<file path="src/rtl/eth_csr_pkg.sv">
package eth_csr_pkg;
   // status register bit positions (host-visible layout)
   localparam int B_INIT  = 0;
   localparam int B_STRT  = 1;
   localparam int B_STOP  = 2;
   localparam int B_TDMD  = 3;
   localparam int B_TXON  = 4;
   localparam int B_RXON  = 5;
   localparam int B_INEA  = 6;
   localparam int B_INTR  = 7;
   localparam int B_FLAG0 = 8;
   localparam int B_ERR   = 15;

   // event flags, offset from B_FLAG0
   localparam int NFLAG   = 7;
   localparam int F_IDON  = 0;
   localparam int F_TINT  = 1;
   localparam int F_RINT  = 2;
   localparam int F_MERR  = 3;
   localparam int F_MISS  = 4;
   localparam int F_CERR  = 5;
   localparam int F_BABL  = 6;

   // register indices
   localparam int IX_STATUS  = 0;
   localparam int IX_IBLK_LO = 1;
   localparam int IX_IBLK_HI = 2;
   localparam int IX_BUSCTL  = 3;
   localparam int IX_MCAST0  = 8;
   localparam int IX_MODE    = 15;

   localparam int MODE_PROMISC = 15;
   localparam int BCTL_SWAP    = 2;
endpackage

</file>
<file path="src/rtl/eth_csr_status.sv">
module eth_csr_status
   import eth_csr_pkg::*;
#(
   parameter int DATA_W = 16
) (
   input  logic              clk,
   input  logic              rst_n,
   input  logic              wr_en,
   input  logic [DATA_W-1:0] wdata,
   input  logic [NFLAG-1:0]  event_in,
   output logic [DATA_W-1:0] status,
   output logic              stop_wr,
   output logic              init_p,
   output logic              strt_p,
   output logic              stop_p,
   output logic              tdmd_p
);
   logic             init_q, strt_q, stop_q, tdmd_q, txon_q, rxon_q, inea_q;
   logic [NFLAG-1:0] flag_q;
   logic             err_sum, intr_sum;
   logic             unused_wbits;

   assign unused_wbits = ^{wdata[B_ERR], wdata[B_INTR], wdata[B_RXON], wdata[B_TXON]};
   assign stop_wr      = wr_en & wdata[B_STOP];

   // event flags: stop clears, event beats host clear
   for (genvar f = 0; f < NFLAG; f++) begin : g_flag
      logic bit_q;
      always_ff @(posedge clk) begin
         if (!rst_n)                              bit_q <= 1'b0;
         else if (stop_wr)                        bit_q <= 1'b0;
         else if (event_in[f])                    bit_q <= 1'b1;
         else if (wr_en && wdata[B_FLAG0 + f])    bit_q <= 1'b0;
      end
      assign flag_q[f] = bit_q;
   end

   always_ff @(posedge clk) begin
      if (!rst_n) begin
         init_q <= 1'b0;
         strt_q <= 1'b0;
         stop_q <= 1'b1;
         tdmd_q <= 1'b0;
         txon_q <= 1'b0;
         rxon_q <= 1'b0;
         inea_q <= 1'b0;
         init_p <= 1'b0;
         strt_p <= 1'b0;
         stop_p <= 1'b0;
      end else begin
         tdmd_q <= 1'b0;
         init_p <= 1'b0;
         strt_p <= 1'b0;
         stop_p <= 1'b0;
         if (stop_wr) begin
            stop_q <= 1'b1;
            init_q <= 1'b0;
            strt_q <= 1'b0;
            txon_q <= 1'b0;
            rxon_q <= 1'b0;
            inea_q <= 1'b0;
            stop_p <= 1'b1;
         end else if (wr_en) begin
            inea_q <= wdata[B_INEA];
            if (wdata[B_INIT]) begin
               init_q <= 1'b1;
               stop_q <= 1'b0;
               init_p <= 1'b1;
            end
            if (wdata[B_STRT]) begin
               strt_q <= 1'b1;
               txon_q <= 1'b1;
               rxon_q <= 1'b1;
               stop_q <= 1'b0;
               strt_p <= 1'b1;
            end
            if (wdata[B_TDMD]) tdmd_q <= 1'b1;
         end
      end
   end

   assign err_sum  = flag_q[F_MERR] | flag_q[F_MISS] | flag_q[F_CERR] | flag_q[F_BABL];
   assign intr_sum = |flag_q;
   assign tdmd_p   = tdmd_q;

   always_comb begin
      status                          = '0;
      status[B_INIT]                  = init_q;
      status[B_STRT]                  = strt_q;
      status[B_STOP]                  = stop_q;
      status[B_TDMD]                  = tdmd_q;
      status[B_TXON]                  = txon_q;
      status[B_RXON]                  = rxon_q;
      status[B_INEA]                  = inea_q;
      status[B_INTR]                  = intr_sum;
      status[B_FLAG0 +: NFLAG]        = flag_q;
      status[B_ERR]                   = err_sum;
   end
endmodule

</file>
<file path="src/rtl/eth_csr_store.sv">
module eth_csr_store
   import eth_csr_pkg::*;
#(
   parameter int DATA_W   = 16,
   parameter int IDX_W    = 4,
   parameter int MC_WORDS = 4,
   parameter int BCTL_W   = 3
) (
   input  logic                       clk,
   input  logic                       rst_n,
   input  logic                       wr_en,
   input  logic [IDX_W-1:0]           idx,
   input  logic [DATA_W-1:0]          wdata,
   input  logic                       bctl_clr,
   output logic [DATA_W-1:0]          rd_data,
   output logic [2*DATA_W-1:0]        iblk_addr,
   output logic [BCTL_W-1:0]          bctl,
   output logic [DATA_W-1:0]          mode,
   output logic [MC_WORDS*DATA_W-1:0] mc_flat
);
   localparam logic [IDX_W-1:0] I_LO   = IDX_W'(IX_IBLK_LO);
   localparam logic [IDX_W-1:0] I_HI   = IDX_W'(IX_IBLK_HI);
   localparam logic [IDX_W-1:0] I_BCTL = IDX_W'(IX_BUSCTL);
   localparam logic [IDX_W-1:0] I_MODE = IDX_W'(IX_MODE);

   logic [DATA_W-1:0] lo_q, hi_q, mode_q;
   logic [BCTL_W-1:0] bctl_q;
   logic [DATA_W-1:0] mc_q [MC_WORDS];

   always_ff @(posedge clk) begin
      if (!rst_n) begin
         lo_q   <= '0;
         hi_q   <= '0;
         mode_q <= '0;
         bctl_q <= '0;
      end else begin
         if (wr_en && idx == I_LO)   lo_q   <= wdata;
         if (wr_en && idx == I_HI)   hi_q   <= wdata;
         if (wr_en && idx == I_MODE) mode_q <= wdata;
         if (bctl_clr)               bctl_q <= '0;
         else if (wr_en && idx == I_BCTL) bctl_q <= wdata[BCTL_W-1:0];
      end
   end

   for (genvar k = 0; k < MC_WORDS; k++) begin : g_mc
      localparam logic [IDX_W-1:0] I_MC = IDX_W'(IX_MCAST0 + k);
      logic [DATA_W-1:0] word_q;
      always_ff @(posedge clk) begin
         if (!rst_n)                   word_q <= '0;
         else if (wr_en && idx == I_MC) word_q <= wdata;
      end
      assign mc_q[k]                        = word_q;
      assign mc_flat[k*DATA_W +: DATA_W]    = word_q;
   end

   always_comb begin
      rd_data = '0;
      if (idx == I_LO)   rd_data = lo_q;
      if (idx == I_HI)   rd_data = hi_q;
      if (idx == I_MODE) rd_data = mode_q;
      if (idx == I_BCTL) rd_data = DATA_W'(bctl_q);
      for (int k = 0; k < MC_WORDS; k++)
         if (idx == IDX_W'(IX_MCAST0 + k)) rd_data = mc_q[k];
   end

   assign iblk_addr = {hi_q, lo_q};
   assign bctl      = bctl_q;
   assign mode      = mode_q;
endmodule

</file>
<file path="src/rtl/eth_csr_bank.sv">
module eth_csr_bank
   import eth_csr_pkg::*;
#(
   parameter int DATA_W   = 16,
   parameter int IDX_W    = 4,
   parameter int MC_WORDS = 4,
   parameter int BCTL_W   = 3
) (
   input  logic                       clk,
   input  logic                       rst_n,
   input  logic                       host_sel,
   input  logic                       host_wr,
   input  logic [DATA_W-1:0]          host_wdata,
   output logic [DATA_W-1:0]          host_rdata,
   input  logic                       ev_init_done,
   input  logic                       ev_tx_done,
   input  logic                       ev_rx_done,
   input  logic                       ev_mem_err,
   input  logic                       ev_missed,
   input  logic                       ev_carrier,
   input  logic                       ev_babble,
   output logic                       irq,
   output logic                       init_pulse,
   output logic                       start_pulse,
   output logic                       stop_pulse,
   output logic                       tx_demand,
   output logic [2*DATA_W-1:0]        iblk_addr,
   output logic [BCTL_W-1:0]          bus_ctl,
   output logic                       byte_swap,
   output logic                       promisc,
   output logic [MC_WORDS*DATA_W-1:0] mc_filter
);
   localparam logic [IDX_W-1:0] I_STAT = IDX_W'(IX_STATUS);

   // elaboration-time parameter checks
   if (DATA_W != 16) begin : g_bad_data_w
      $error("eth_csr_bank: DATA_W must be 16");
   end
   if (IDX_W < 4 || IDX_W > DATA_W) begin : g_bad_idx_w
      $error("eth_csr_bank: IDX_W must be 4..DATA_W");
   end
   if (IX_MCAST0 + MC_WORDS > IX_MODE) begin : g_bad_mc
      $error("eth_csr_bank: multicast words overlap the mode index");
   end
   if (BCTL_W < 3 || BCTL_W > DATA_W) begin : g_bad_bctl
      $error("eth_csr_bank: BCTL_W must hold the byte-swap bit");
   end

   logic [IDX_W-1:0]  idx_q;
   logic              data_wr, stat_wr, stop_wr;
   logic [DATA_W-1:0] status_w, store_rd, mode_w;
   logic [NFLAG-1:0]  ev_vec;

   assign data_wr = host_wr & ~host_sel;
   assign stat_wr = data_wr & (idx_q == I_STAT);

   always_ff @(posedge clk) begin
      if (!rst_n)                 idx_q <= '0;
      else if (host_wr && host_sel) idx_q <= host_wdata[IDX_W-1:0];
   end

   always_comb begin
      ev_vec         = '0;
      ev_vec[F_IDON] = ev_init_done;
      ev_vec[F_TINT] = ev_tx_done;
      ev_vec[F_RINT] = ev_rx_done;
      ev_vec[F_MERR] = ev_mem_err;
      ev_vec[F_MISS] = ev_missed;
      ev_vec[F_CERR] = ev_carrier;
      ev_vec[F_BABL] = ev_babble;
   end

   eth_csr_status #(.DATA_W(DATA_W)) i_status (
      .clk      (clk),
      .rst_n    (rst_n),
      .wr_en    (stat_wr),
      .wdata    (host_wdata),
      .event_in (ev_vec),
      .status   (status_w),
      .stop_wr  (stop_wr),
      .init_p   (init_pulse),
      .strt_p   (start_pulse),
      .stop_p   (stop_pulse),
      .tdmd_p   (tx_demand)
   );

   eth_csr_store #(
      .DATA_W   (DATA_W),
      .IDX_W    (IDX_W),
      .MC_WORDS (MC_WORDS),
      .BCTL_W   (BCTL_W)
   ) i_store (
      .clk       (clk),
      .rst_n     (rst_n),
      .wr_en     (data_wr),
      .idx       (idx_q),
      .wdata     (host_wdata),
      .bctl_clr  (stop_wr),
      .rd_data   (store_rd),
      .iblk_addr (iblk_addr),
      .bctl      (bus_ctl),
      .mode      (mode_w),
      .mc_flat   (mc_filter)
   );

   always_comb begin
      if (host_sel)              host_rdata = DATA_W'(idx_q);
      else if (idx_q == I_STAT)  host_rdata = status_w;
      else                       host_rdata = store_rd;
   end

   assign irq       = status_w[B_INTR] & status_w[B_INEA];
   assign byte_swap = bus_ctl[BCTL_SWAP];
   assign promisc   = mode_w[MODE_PROMISC];
endmodule

</file>
<file path="config.mk">
export PLATFORM = sky130hd
export DESIGN_NAME = eth_csr_bank
export DESIGN_NICKNAME = d
export VERILOG_FILES = /design/src/rtl/eth_csr_pkg.sv /design/src/rtl/eth_csr_status.sv /design/src/rtl/eth_csr_store.sv /design/src/rtl/eth_csr_bank.sv
export SDC_FILE = /design/constraint.sdc
export NUM_CORES = 1
export LEC_CHECK = 0
export BUFFER_PORTS_ARGS = -buffer_cell sky130_fd_sc_hd__buf_2
export CAP_MARGIN = 5
export CORE_UTILIZATION = 59
export CTS_BUF_LIST = sky130_fd_sc_hd__clkbuf_16
export DETAILED_ROUTE_END_ITERATION = 6
export PLACE_DENSITY_LB_ADDON = 0.2
export SLEW_MARGIN = 20
export SYNTH_ARGS = -nofsm -noshare
export SYNTH_HDL_FRONTEND = slang
export SYNTH_SLANG_ARGS = --single-unit
</file>
<file path="constraint.sdc">
create_clock -name clk -period 2.59 [get_ports clk]
set_clock_uncertainty 0.05 [all_clocks]
set_input_delay 0.3885 -clock clk [delete_from_list [all_inputs] [get_ports clk]]
set_output_delay 0.3885 -clock clk [all_outputs]
set_load 0.1 [all_outputs]
</file>
Word level (Yosys, flattened, before mapping)
Index checks and enable logic that the tools add are counted.
- register bits after elaboration: 134
- output and inout bits: 122
- equal/unequal tests: 8
- mux-type cells: 30
- bitwise logic cells: 10
- reductions and logical operators: 31
- operators by type and width (operator ; number):
    16-bit 2-to-1 mux ; 10
    4-bit == test (second input constant) ; 5
    1-bit 2-to-1 mux ; 20
    1-bit logical AND ; 16
    2-bit nonzero test ; 8
    4-bit by 2-bit == test with 1-bit output (second input constant) ; 2
    7-bit OR reduction ; 1
    2-bit AND reduction ; 3
    1-bit bitwise AND ; 4
    4-bit by 1-bit == test with 1-bit output (second input constant) ; 1
    4-bit logical NOT ; 1
    1-bit inverter ; 3
    1-bit bitwise OR ; 3
    3-bit OR reduction ; 1
    2-bit OR reduction ; 1

Logic depth before layout (Yosys ltp)
- depth after elaboration: 11
- gate-level depth with buffers: 8
- depth with buffers taken out: 5

Cells and area by module
A second synthesis with hierarchy kept.
- cells, all modules: 849
- area, all modules: 6866.6 um2
- modules (own cells, without submodules) (module ; instances ; cells an instance ; area each (um2) ; seq. area each (um2)):
    eth_csr_store ; 1 ; 710 ; 5766.8 ; 2302.2
    eth_csr_status ; 1 ; 62 ; 653.1 ; 300.3
    eth_csr_bank ; 1 ; 77 ; 446.7 ; 80.1

Least setup slack after synthesis
Ideal clock, no wire load.
- path kind: register -> output
- from: register i_store.hi_q[7]
- to: output port host_rdata[7]
- arrival time: 3.820 ns
- data required time: 2.152 ns
- path slack: -1.668 ns
- cell stages (with the launch flop): 6
- path through: dfxtp_1 inv_1 a221oi_1 a21oi_1 o22a_1 a211oi_1
- longest elaborated chain between the ends: 9
- ends and longest elaborated chain (element ; RTL line ; RTL):
    from (decl) ; eth_csr_store.sv:26 ; logic [DATA_W-1:0] lo_q, hi_q, mode_q;
    from (signal assigned) ; eth_csr_store.sv:38 ; if (wr_en && idx == I_HI) hi_q <= wdata;
    16-bit 2-to-1 mux ; eth_csr_store.sv:59 ; if (idx == I_HI) rd_data = hi_q;
    16-bit 2-to-1 mux ; eth_csr_store.sv:60 ; if (idx == I_MODE) rd_data = mode_q;
    16-bit 2-to-1 mux ; eth_csr_store.sv:61 ; if (idx == I_BCTL) rd_data = DATA_W'(bctl_q);
    16-bit 2-to-1 mux (4 in series) ; eth_csr_store.sv:63 ; if (idx == IDX_W'(IX_MCAST0 + k)) rd_data = mc_q[k];
    16-bit 2-to-1 mux ; eth_csr_bank.sv:108 ; else if (idx_q == I_STAT) host_rdata = status_w;
    16-bit 2-to-1 mux ; eth_csr_bank.sv:107 ; if (host_sel) host_rdata = DATA_W'(idx_q);
    to (decl) ; eth_csr_bank.sv:14 ; output logic [DATA_W-1:0] host_rdata,
No other way between the ends.

Final worst setup path
- from: register idx_q[1]
- to: output port host_rdata[2]
- longest elaborated chain between the ends: 11
- ends and longest elaborated chain (element ; RTL line ; RTL):
    from (decl) ; eth_csr_bank.sv:49 ; logic [IDX_W-1:0] idx_q;
    from (signal assigned) ; eth_csr_bank.sv:59 ; else if (host_wr && host_sel) idx_q <= host_wdata[IDX_W-1:0];
    4-bit by 1-bit == test with 1-bit output ; eth_csr_store.sv:58 ; if (idx == I_LO) rd_data = lo_q;
    16-bit 2-to-1 mux ; eth_csr_store.sv:58 ;
    16-bit 2-to-1 mux ; eth_csr_store.sv:59 ;
    16-bit 2-to-1 mux ; eth_csr_store.sv:60 ;
    16-bit 2-to-1 mux ; eth_csr_store.sv:61 ;
    16-bit 2-to-1 mux (4 in series) ; eth_csr_store.sv:63 ;
    16-bit 2-to-1 mux (*) ; eth_csr_bank.sv:108 ;
    16-bit 2-to-1 mux (*) ; eth_csr_bank.sv:107 ;
Mark *: on every way between the ends. The rest lies on a longest branch, timed or not.

==> results.md <==
* Crit share post-route at 104%
* CTS tree: yes
* All-layer global routing usage at 38.5%
* N_diodes at 0
* Synthesized net count at 905
* DRC errors left at 3
* Die Y at 109 um
* GPL Wtd Cong at between 0.9 and 1
* RR Endpoint: i_status.g_flag[0].bit_q
* CP Cell Sequence: buf_6 -> mux2i_2 -> nor2_1 -> a2111oi_2 -> nor3_2 -> a221o_2 -> buf_12
* DP Wirelength at 14600 um
* Largest area contributor in the synthesized netlist: dfxtp_1
* Gr ovfl total at 0
* Worst Path Class, Setup: register to output port
* Critical Path RT at 2.15 ns
* Total wire length at ~23000 um
* Max Cap Viol at 0
* Worst path depth at 7
* Clk Latency, worst-skew pair at between 0.4 and 0.5 ns
* Initial antenna violation count at 0
* First-pass GRT wire length at 34700 um
* Reg clk slew, reported paths at 0.06 ns
* Fill cell count at 630
* Hold Buf Count CTS at 0
* Flops & latches, synth at 134
* FF-to-FF setup slack at 0.33 ns
* Largest net degree at the start of global routing at 74
* Detailed-route via count at roughly 7200
* Ys async rst share at 0%
* Post-synth EDFFs at 0
* Fin util at 82.8%
* Status: finished with violations
* Cell Area, Synth at around 6800 um2
* Worst Path Buf+Inv at 2
* Least-Margin Pin Slew at 0.706 ns
* Initial DRC Count at 973
* Max_slew headroom at 52.9%
* H-Tree Depth at 4
* Final nets at 1032
* Post-route ant nets at 0
* Fin Setup TNS at -0.310 ns
* Top cell type's share of synthesized area at just under 40%
* Vias per cell at 6.25
* Initial Utilization at 61.5%
* Synth cell count leaders: nand2_1 (205), dfxtp_1 (134), a21boi_0 (96), nand3_1 (54), nor2_1 (51)
* Core Box Area at 11000 um2
* Delay-heaviest family, CP: compound AO/OA/AOI/OAI gates
* Wirelength per Cell at 20.1 um
* Ys flop type: dfxtp_1
* Hold WC Path Type: primary input to register
* Largest cells by area after synthesis: dfxtp_1 (40%), nand2_1 (11%), a21boi_0 (11%), nand3_1 (4.0%), a21oi_1 (3.6%)
* P_leak at 3.53 nW
* Vias in the first global route at between 6000 and 7000
* Fin crit period at between 2 and 3 ns
* Max Fanout on Critical Path at 6
* Worst path arrival time at 2.24 ns
* F_max at 373 MHz
* Die X at around 110 um
* Worst R2R Start: idx_q[1]
* CTS Buf Count at 17
* Slowest stage delay, CP at roughly 0.41 ns
* Worst setup margin at -0.0908 ns
* RSZ-0062 raised after global routing: true
* Pre-CTS WS at 0.156 ns
* Violated checks: DRC, setup timing
* Slew Viols, Final at 0
* WHS Path Cells at 3
* Num Clock Sinks at approximately 130
* Port buffer count at 148
* PwrDens at 636 nW/um2
* Clock Tree Buf Depth at 2
* Top-count cell post-synth: nand2_1
* Hold Path Sink: i_status.g_flag[3].bit_q
* HP Start: ev_mem_err
* Clk root buf: clkbuf_16
* Slowest CP cell: dfxtp_4
* Layout area overhead at 34.6%
* Worst IR Drop VDD at 0.617 mV
* R2R cell count at 7
* Drt pass-1 iters at 7
* Syn_area_per_cell at 7.69 um2
* Critical path endpoint category: output port
* Gate count after technology mapping at 878
* Share of cells above drive strength 1 at about a third
* Die ar. at around 12000 um2
* Final hold viol count at 0
* Yosys warns at 0
* Post-synth cell types at 50
* Final setup fails at 10
* Seq/Total Area, Yosys at between 30% and 40%
* Cell row count at 38
* Critical Path Source Type: register
* Ports at 149
[how the worst max path moves through the flow]
stage	startpoint	end	slack, ns
after CTS	idx_q[1]	host_rdata[2]	-0.05
after detailed placement	idx_q[1]	i_store.g_mc[0].word_q[14]	0.16
after global placement	idx_q[1]	i_store.g_mc[0].word_q[10]	0.25
after floorplan	i_store.g_mc[0].word_q[7]	host_rdata[7]	-0.06
after global routing	idx_q[1]	host_rdata[2]	-0.16
final	idx_q[1]	host_rdata[2]	-0.09
[cell families after synthesis]
logic type      after synthesis  synth area share (%)
simple gates                375                  24.8
compound gates              242                  24.8
flops                       134                  39.7
buf+inv                     111                  8.06
mux                          16                  2.59
[state kept, by name, summed over array words and instances, names as in the netlist, 3 cells and up]
signal	flops
i_store.lo_q	16
i_store.g_mc.word_q	64
idx_q	4
i_store.bctl	3
i_store.hi_q	16
i_store.mode	16
i_status.g_flag.bit_q	7
[worst reg2reg max path, stage by stage (launching register included)]
cell and delay, ns:
dfxtp_4 0.38, buf_12 0.14, or4_4 0.54, buf_4 0.21
nor2_2 0.22, nand2_1 0.11, nand2_1 0.35, nor2_1 0.13
[report_power, final]
part	leakage [nW]	total, mW	internal [mW]	switching, mW
registers	1.11	2.11	2.09	0.0275
clock network	0.320	2.71	1.80	0.915
logic	2.10	0.961	0.330	0.631
[placed cells by master, fill, tap and decap left out, types with 17 or more instances in the layout]
cell type / synthesis / final
buf_2: 33 / 132
inv_1: 24 / 25
buf_12: 0 / 22
clkbuf_16: 0 / 17
buf_4: 14 / 29
a21boi_0: 96 / 96
nor2_1: 51 / 38
dfxtp_2: 0 / 55
a21boi_1: 20 / 20
dfxtp_1: 134 / 77
a21oi_1: 49 / 42
nand2_1: 205 / 205
o21ai_0: 22 / 18
nand3_1: 54 / 54
[stage by stage]
stage / std cells / hold WS (ns) / area [um2] / total power [mW]
after detailed placement: 1113 / 0.395 / 7960 / 3.01
after global placement: 1113 / 0.394 / 7960 / 3.01
final: 1158 / 0.138 / 9090 / 5.78
after CTS: 1157 / 0.134 / 8970 / 5.74
after floorplan: 878 / 0.373 / 6950 / 2.76
after global routing: 1158 / 0.146 / 9090 / 5.93
[layer usage]
layer | global-route usage (%) | wire length (um) | vias to the layer above
met5 | 0 | 0 | -
met4 | 14.2 | 634 | 0
met3 | 7.77 | 2720 | 64
met2 | 60.1 | 10700 | 546
met1 | 52.4 | 9270 | 3372
li1 | - | - | 3255
[cell type report]
class / instances / area, um2 / share of cell area (%)
multi-input combinational: 633 / 3900 / 42.9
sequential: 134 / 2760 / 30.3
timing repair buffer: 194 / 1500 / 16.5
clock buffer: 17 / 425 / 4.68
clock inverter: 15 / 234 / 2.57
tap: 140 / 175 / 1.93
inverter: 25 / 93.8 / 1.03
[what timing repair did]
action | 4_1_cts | 5_1_grt
gates resized for setup | 45 | 30
gates cloned | 4 | 0
setup buffers | 8 | 2
pin swaps | 20 | 19
endpoints found under the setup margin | 16 | 16
(Power assumes the default switching activity.)
